`config.mk`:
```
export PLATFORM = sky130hd
export DESIGN_NAME = crc_byte_engine
export DESIGN_NICKNAME = d
export VERILOG_FILES = /design/src/rtl/crc_byte_pkg.sv /design/src/rtl/crc_byte_table.sv /design/src/rtl/crc_byte_core.sv /design/src/rtl/crc_byte_ser.sv /design/src/rtl/crc_byte_engine.sv
export SDC_FILE = /design/constraint.sdc
export NUM_CORES = 1
export LEC_CHECK = 0
export ABC_CLOCK_PERIOD_IN_PS = 2400
export BUFFER_PORTS_ARGS = -buffer_cell sky130_fd_sc_hd__buf_4
export CAP_MARGIN = 20
export CORE_ASPECT_RATIO = 0.5
export CORE_MARGIN = 2
export CORE_UTILIZATION = 54
export CTS_CLUSTER_DIAMETER = 40
export DETAILED_ROUTE_END_ITERATION = 6
export PLACE_DENSITY = 0.79
export SLEW_MARGIN = 30
export SYNTH_ARGS = -nofsm -noshare
export SYNTH_HDL_FRONTEND = slang
export SYNTH_HIERARCHICAL = 1
export SYNTH_SLANG_ARGS = --single-unit
```
`constraint.sdc`:
```
create_clock -name clk_i -period 2.4 [get_ports clk_i]
set_clock_uncertainty 0.05 [all_clocks]
set_input_delay 0.12 -clock clk_i [delete_from_list [all_inputs] [get_ports clk_i]]
set_output_delay 0.12 -clock clk_i [all_outputs]
set_load 0.02 [all_outputs]
```
`src/rtl/crc_byte_pkg.sv`:
```
package crc_byte_pkg;

  function automatic logic [31:0] poly_for(int unsigned w);
    return (w == 32) ? 32'h04C1_1DB7 : 32'h0000_1021;
  endfunction

  // Eight direct-form steps on a byte placed at the top of the register
  function automatic logic [31:0] tab_entry(int unsigned idx, int unsigned w,
                                            logic [31:0] poly);
    logic [31:0] r;
    logic [31:0] mask;
    mask = (w == 32) ? 32'hFFFF_FFFF : ((32'd1 << w) - 32'd1);
    r = (idx & 32'hFF) << (w - 8);
    for (int b = 0; b < 8; b++) begin
      if (r[w-1]) r = ((r << 1) ^ poly) & mask;
      else        r = (r << 1) & mask;
    end
    return r;
  endfunction

endpackage

```
`src/rtl/crc_byte_table.sv`:
```
module crc_byte_table #(
  parameter int unsigned CRC_W = 16
) (
  input  logic [7:0]       idx_i,
  output logic [CRC_W-1:0] entry_o
);
  localparam logic [31:0] POLY = crc_byte_pkg::poly_for(CRC_W);

  logic [CRC_W-1:0] tab [256];

  for (genvar g = 0; g < 256; g++) begin : g_tab
    localparam logic [31:0] ENT = crc_byte_pkg::tab_entry(g, CRC_W, POLY);
    assign tab[g] = ENT[CRC_W-1:0];
  end

  assign entry_o = tab[idx_i];
endmodule

```
`src/rtl/crc_byte_core.sv`:
```
module crc_byte_core #(
  parameter int unsigned CRC_W = 16
) (
  input  logic             clk_i,
  input  logic             rst_ni,
  input  logic             clear_i,
  input  logic             valid_i,
  input  logic [7:0]       data_i,
  output logic [CRC_W-1:0] crc_o,
  output logic [CRC_W-1:0] crc_d_o
);
  logic [CRC_W-1:0] crc_q;
  logic [7:0]       idx;
  logic [CRC_W-1:0] entry;

  assign idx = crc_q[CRC_W-1 -: 8] ^ data_i;

  crc_byte_table #(.CRC_W(CRC_W)) u_table (
    .idx_i  (idx),
    .entry_o(entry)
  );

  always_comb begin
    if (clear_i)      crc_d_o = '0;
    else if (valid_i) crc_d_o = {crc_q[CRC_W-9:0], 8'h00} ^ entry;
    else              crc_d_o = crc_q;
  end

  always_ff @(posedge clk_i or negedge rst_ni) begin
    if (!rst_ni) crc_q <= '0;
    else         crc_q <= crc_d_o;
  end

  assign crc_o = crc_q;

  assert_clear_zero_R2: assert property (@(posedge clk_i) disable iff (!rst_ni)
    clear_i |=> (crc_q == '0));
  assert_idle_hold_R3: assert property (@(posedge clk_i) disable iff (!rst_ni)
    (!clear_i && !valid_i) |=> (crc_q == $past(crc_q)));
endmodule

```
`src/rtl/crc_byte_ser.sv`:
```
module crc_byte_ser #(
  parameter int unsigned CRC_W = 16
) (
  input  logic             clk_i,
  input  logic             rst_ni,
  input  logic             done_i,
  input  logic [CRC_W-1:0] snap_i,
  output logic [7:0]       byte_o,
  output logic             valid_o,
  output logic             last_o
);
  localparam int unsigned NB  = CRC_W / 8;
  localparam int unsigned CNT_W = $clog2(NB + 1);
  localparam logic [CNT_W-1:0] NB_C = CNT_W'(NB);

  logic [CRC_W-1:0] sh_q;
  logic [CNT_W-1:0] cnt_q;

  always_ff @(posedge clk_i or negedge rst_ni) begin
    if (!rst_ni) begin
      sh_q  <= '0;
      cnt_q <= '0;
    end else if (done_i) begin
      sh_q  <= snap_i;
      cnt_q <= NB_C;
    end else if (cnt_q != '0) begin
      sh_q  <= {sh_q[CRC_W-9:0], 8'h00};
      cnt_q <= cnt_q - 1'b1;
    end
  end

  assign byte_o  = sh_q[CRC_W-1 -: 8];
  assign valid_o = (cnt_q != '0);
  assign last_o  = (cnt_q == CNT_W'(1));

  assert_start_R7: assert property (@(posedge clk_i) disable iff (!rst_ni)
    done_i |=> (valid_o && !last_o));
  assert_continue_R7: assert property (@(posedge clk_i) disable iff (!rst_ni)
    (valid_o && !last_o && !done_i) |=> valid_o);
  assert_end_R8: assert property (@(posedge clk_i) disable iff (!rst_ni)
    (last_o && !done_i) |=> !valid_o);
  assert_last_in_burst_R8: assert property (@(posedge clk_i) disable iff (!rst_ni)
    last_o |-> valid_o);
endmodule

```
`src/rtl/crc_byte_engine.sv`:
```
module crc_byte_engine #(
  parameter int unsigned CRC_W = 16
) (
  input  logic             clk_i,
  input  logic             rst_ni,
  input  logic             clear_i,
  input  logic             valid_i,
  input  logic [7:0]       data_i,
  input  logic             done_i,
  output logic [CRC_W-1:0] crc_o,
  output logic [7:0]       chk_byte_o,
  output logic             chk_valid_o,
  output logic             chk_last_o
);
  logic [CRC_W-1:0] crc_d;

  crc_byte_core #(.CRC_W(CRC_W)) u_core (
    .clk_i  (clk_i),
    .rst_ni (rst_ni),
    .clear_i(clear_i),
    .valid_i(valid_i),
    .data_i (data_i),
    .crc_o  (crc_o),
    .crc_d_o(crc_d)
  );

  crc_byte_ser #(.CRC_W(CRC_W)) u_ser (
    .clk_i  (clk_i),
    .rst_ni (rst_ni),
    .done_i (done_i),
    .snap_i (crc_d),
    .byte_o (chk_byte_o),
    .valid_o(chk_valid_o),
    .last_o (chk_last_o)
  );
endmodule

```
; Yosys cells after proc, flatten, opt, wreduce, memory -nomap -nowiden
; Memory sizes are Yosys's and may differ from the RTL's.
; Cells that the tools add are included.
[classes]
add_sub_neg = 1
magnitude_cmp = 1
eq_ne = 1
mux = 8
bitwise_logic = 3
reduce_logical = 2
[op_table]
columns = cell, n
row1 = 16-bit two-way mux, 6
row2 = 16-bit XOR, 1
row3 = 9-bit >= comparator (second input constant), 1
row4 = 8-bit NOT with 9-bit output, 1
row5 = 8-bit XOR, 1
row6 = 2-bit two-way mux, 2
row7 = 2-bit nonzero test, 2
row8 = 2-bit by 1-bit == test with 1-bit output (second input constant), 1
row9 = 2-bit by 1-bit subtractor with 2-bit output (second input constant), 1
[totals]
regBits = 34
romBits = 4096
out_inout_bits = 26
wordCells = 20
n_memories = 1
[memory_table]
columns = name, depth, word_bits, read_ports, rd_ports_with_merged_regs, write_ports, line
row1 = (name not given), 256, 16, 1, 0, 0, crc_byte_table.sv:16  ; assign entry_o = tab[idx_i];

; Longest topological paths before layout
[depth]
depth_word = 9
depth_mapped = 7

; Modules after synthesis
; The synthesis kept the hierarchy.
[modules_own_cells]
columns = module, n_inst, cells_each, area_each_um2, seq_area_each_um2
row1 = crc_byte_ser, 1, 84, 872.1, 450.4
row2 = crc_byte_core, 1, 69, 823.3, 400.4
row3 = crc_byte_table, 1, 16, 190.2, 0.0

; Least setup slack after synthesis
; Ideal clock, no wire load.
[synth_path]
path_kind = register to register
startpoint = register u_core.crc_q[12], in the netlist u_core/crc_o[12]
endpoint = register u_ser.sh_q[12]
setup_ns = 0.076
t_arrival_ns = 1.778
path_slack_ns = 0.496
stages_incl_launch_ff = 7
path_buffers = 0
period_less_slack_ns = 1.904
path_cell_list = dfrtp_1 -> xor2_1 -> xor3_1 -> xnor2_1 -> a211oi_2 -> nand2_1 -> o21ai_1
[synth_between]
elab_chain_len = 9
[synth_lines]
columns = element, line
row1 = from (decl), crc_byte_core.sv:12  ; logic [CRC_W-1:0] crc_q;
row2 = from (signal assigned), crc_byte_core.sv:31  ; else crc_q <= crc_d_o;
row3 = 8-bit XOR, crc_byte_core.sv:16  ; assign idx = crc_q[CRC_W-1 -: 8] ^ data_i;
row4 = net u_core.idx[4], crc_byte_core.sv:13  ; logic [7:0] idx;
row5 = 8-bit NOT with 9-bit output (implied by the code), crc_byte_table.sv:16
row6 = memory 256 x 16 bit, n/a
row7 = 16-bit two-way mux (implied by the code) (2 in a row), crc_byte_table.sv:16
row8 = net u_core.entry[12], crc_byte_core.sv:14  ; logic [CRC_W-1:0] entry;
row9 = 16-bit XOR, crc_byte_core.sv:25  ; else if (valid_i) crc_d_o = {crc_q[CRC_W-9:0], 8'h00} ^ entry;
row10 = 16-bit two-way mux, crc_byte_core.sv:25
row11 = 16-bit two-way mux, crc_byte_core.sv:24  ; if (clear_i) crc_d_o = '0;
row12 = net crc_d[12], crc_byte_engine.sv:15  ; logic [CRC_W-1:0] crc_d;
row13 = 16-bit two-way mux, crc_byte_ser.sv:23  ; end else if (done_i) begin
row14 = to (signal assigned), crc_byte_ser.sv:24  ; sh_q <= snap_i;
row15 = to (signal assigned), crc_byte_ser.sv:27  ; sh_q <= {sh_q[CRC_W-9:0], 8'h00};
row16 = to (decl), crc_byte_ser.sv:16  ; logic [CRC_W-1:0] sh_q;
; The timed path passes the listed nets, and every way through them passes these cells. The select of a mux whose other input is x is not followed.
; A chain may end at the register's enable or synchronous reset.

; Worst setup path after layout
[layout_path]
startpoint = register u_core.crc_q[15], in the netlist u_core/crc_o[15]
endpoint = register u_ser.sh_q[15]
[layout_between]
elab_chain_len = 9
[layout_lines]
columns = element, line
row1 = 8-bit XOR, crc_byte_core.sv:16
row2 = net u_core.idx[7], crc_byte_core.sv:13
row3 = 8-bit NOT with 9-bit output (implied by the code), crc_byte_table.sv:16
row4 = memory 256 x 16 bit, n/a
row5 = 16-bit two-way mux (implied by the code) (2 in a row), crc_byte_table.sv:16
row6 = 16-bit XOR, crc_byte_core.sv:25
row7 = 16-bit two-way mux, crc_byte_core.sv:25
row8 = 16-bit two-way mux, crc_byte_core.sv:24
row9 = net crc_d[15], crc_byte_engine.sv:15
row10 = 16-bit two-way mux, crc_byte_ser.sv:23
; The timed path passes the listed nets, and every way through them passes these cells. The select of a mux whose other input is x is not followed.

==> impl_metrics.csv <==
group,metric,value,unit
routing,avgViaCountPerCell,4.95,
die,die_width,87.6,um
pwr,pd_cells,1010,nW/um2
sta,timing_worst_slew_pin_value,0.452,ns
grt,global_route.overflow_total,0,
clock_tree,cts_max_level,2,
yosys,synthFlopType,"dfrtp_1",
die,initial_utilization,55.5,%
clock_tree,clkLatencyLatePin,0.28,ns
setup_path,buf_inv_stages_crit_path,0,
yosys,yosys_warnings,6,
setup_path,setup.worst_path.end_class,"register",
sta,grt_setup_unrepaired,"false",
finish,insertedDiodeCount,0,
yosys,synth.cells.most_frequent,"dfrtp_1, nand2_1, buf_4, mux2i_1",
yosys,postSynthRegisterBits,34,
die,floorplan.io_pins,39,
yosys,synth_area_leader_cell,"dfrtp_1",
finish,final_layout_size_suffix_gt1_share,29.2,%
sta,finalHoldViolations,0,
yosys,synth.yosys.seq_area_share,45.1,%
routing,route.detailed.wl_per_inst,14.7,um
routing,drt_wl_total,3580,um
finish,num-fill-cells,265,
setup_path,timing.critical_path.max_delay_family,"XOR/XNOR gates",
setup_path,critical-path-top-cell-by-count,"xor2_1",
sta,timing.final.max_slew_violations,0,
clock_tree,cts_sinks,34,
yosys,area_contributors_post_synth,"dfrtp_1, mux2i_1, buf_4",
yosys,yosys.cell_count.top_type,"dfrtp_1",
routing,drc_errors,0,
place,numPlacedInstances,235,
clock_tree,cts-buffers-inserted,5,
clock_tree,cts.reportedPaths.clkPinSlew,0.07,ns
place,dpl.hpwl,2540,um
yosys,syn-num-nets,184,
setup_path,critical_path.cell_chain,"xor2_1, xor2_1, xnor2_1, a211oi_1, nand2_1, o21ai_0",
clock_tree,cts_buffer_depth,2,
routing,ant_nets,0,
routing,routed-via-count,1203,
hold_path,hold_path.class,"primary input to register",
sta,setup_total_negative_slack,0,ns
yosys,synth_area_per_cell,11.2,um2
grt,global_route_wire_length_before_repair,5690,um
pwr,max-vdd-ir-drop,0.512,mV
hold_path,hold_path_depth,2,
sta,min_period_over_period,81.8,%
yosys,synth-edff-count,0,
clock_tree,clock_tree.root_cell,"clkbuf_8",
setup_path,critical_path.slowest_cell,"dfrtp_1",
clock_tree,cts_tree,"built",
sta,timing.final.crit_period,1.96,ns
die,floorplan.core_area,3400,um2
yosys,synthCells,169,
setup_path,startpoint_kind_of_the_worst_setup_timing_path,"register",
die,die_height,45.8,um
setup_path,arrival,2.11,ns
setup_path,cp_num_cells,6,
finish,postLayoutCoreUtil,63.6,%
grt,grt_start_max_net_pins,35,
run_status,outcome,"finished, final reports clean",
routing,detail_route.iter0.violations,107,
setup_path,crit_path_max_fanout,3,
grt,first_global_vias,1145,
setup_path,worstSetupPathType,"register to register",
yosys,post-synth-top-area-fraction,45.1,%
sta,maxSlewHeadroom,69.8,%
die,fp-row-count,15,
yosys,synth.cell_area,1890,um2
yosys,postSynth.asyncResetShare,100,%
yosys,synth_cell_types,23,
sta,finalHoldWorstSlack,0.105,ns
place,buffer_ports.inserted,38,
setup_path,cpPeakStageDelay,0.40,ns
finish,layout-area-overhead-vs-synth,14.6,%
routing,detailedRoute.firstPassIterationCount,4,
grt,grt_use_total,19.5,%
setup_path,worst_ep_required_time,2.55,ns
run,timing.max_cap.violations,0,
setup_path,worstRegToRegCells,6,
clock_tree,post_cts.resized_instances,0,
pwr,leakage,0.00106,uW
die,die-area,4010,um2
place,finalWeightedCongestion,0.767,
sta,final-setup-viol-count,0,
sta,achievable-frequency,509,MHz
finish,nNetsFinal,207,
finish,final_cell_count_no_fill,243,
grt,antenna_violations_before_repair,0,
## report_power, final
group / internal, uW / switching [uW] / leakage, uW / total [uW]
logic: 416 / 449 / 0.000553 / 865
clock network: 332 / 200 / 0.0000573 / 532
registers: 685 / 93.8 / 0.000448 / 779
total: 1430 / 743 / 0.00106 / 2180
## kinds of logic (layout without fill, tap and decap cells)
group           after synthesis  after routing  synth area share [%]
flops                        34             34                  45.1
simple gates                 38             38                  8.56
fa+ha+maj                     2              2                  1.33
buf+inv                      29             52                  12.2
mux                          16             16                  8.49
compound gates               25             25                  9.49
xor+xnor                     25             25                  14.8
## cell usage in the layout, fill, tap and decap left out, types with 6 or more instances in the layout
cell,n
mux2i_1,16
nand2_1,18
nor2_1,13
clkbuf_8,6
xor2_1,13
dfrtp_1,34
xnor2_1,8
o21ai_0,10
buf_4,41
## sequential cells by signal (all words and copies together) (netlist names)
name          flops
u_ser/sh_q       16
u_core/crc_o     16
u_ser/cnt_q       2
## metrics by stage
stage	power, uW	setup WS (ns)	instance area (um2)
3_3_place_gp	1630	0.599	2040
2_1_floorplan	1510	0.496	1890
3_5_place_dp	1650	0.535	2040
6_report	2180	0.437	2160
4_1_cts	2180	0.470	2160
5_1_grt	2290	0.348	2160
## repair_timing
| action | 4_1_cts | 5_1_grt |
|---|---|---|
| setup buffers | 0 | 0 |
| hold endpoints to repair | 34 | 0 |
| setup endpoints to repair | 0 | 0 |
| hold buffers | 1 | 0 |
## layout make-up
type	instances	area (um2)	share of cell area (%)
clock buffer	6	82.6	3.82
tap	51	63.8	2.95
sequential	34	851	39.4
inverter	3	11.3	0.521
clock inverter	1	30.0	1.39
multi-input combinational	106	805	37.2
timing repair buffer	42	318	14.7
## metal layers
layer,share of wire (%),wire length [um],GRT usage [%],up-vias
met5,0,0,0,-
met4,0.78,28,5.54,0
met3,3.0,109,3.80,3
met2,42,1490,27.6,22
met1,54,1950,30.3,589
li1,-,-,-,589
## final timing paths
path	slack [ns]	end	startpoint
worst max-delay path	0.44	u_ser/sh_q[15]	u_core/crc_o[15]
worst max register to register	0.44	u_ser/sh_q[15]	u_core/crc_o[15]
worst min-delay path	0.11	u_core/crc_o[12]	clear_i
min in group asynchronous	0.28	u_ser/sh_q[11]	rst_ni
max in group asynchronous	1.71	u_core/crc_o[12]	rst_ni
worst min register to register	0.45	u_ser/sh_q[7]	u_ser/sh_q[7]
Note: power is estimated with default switching activity, not from simulation.
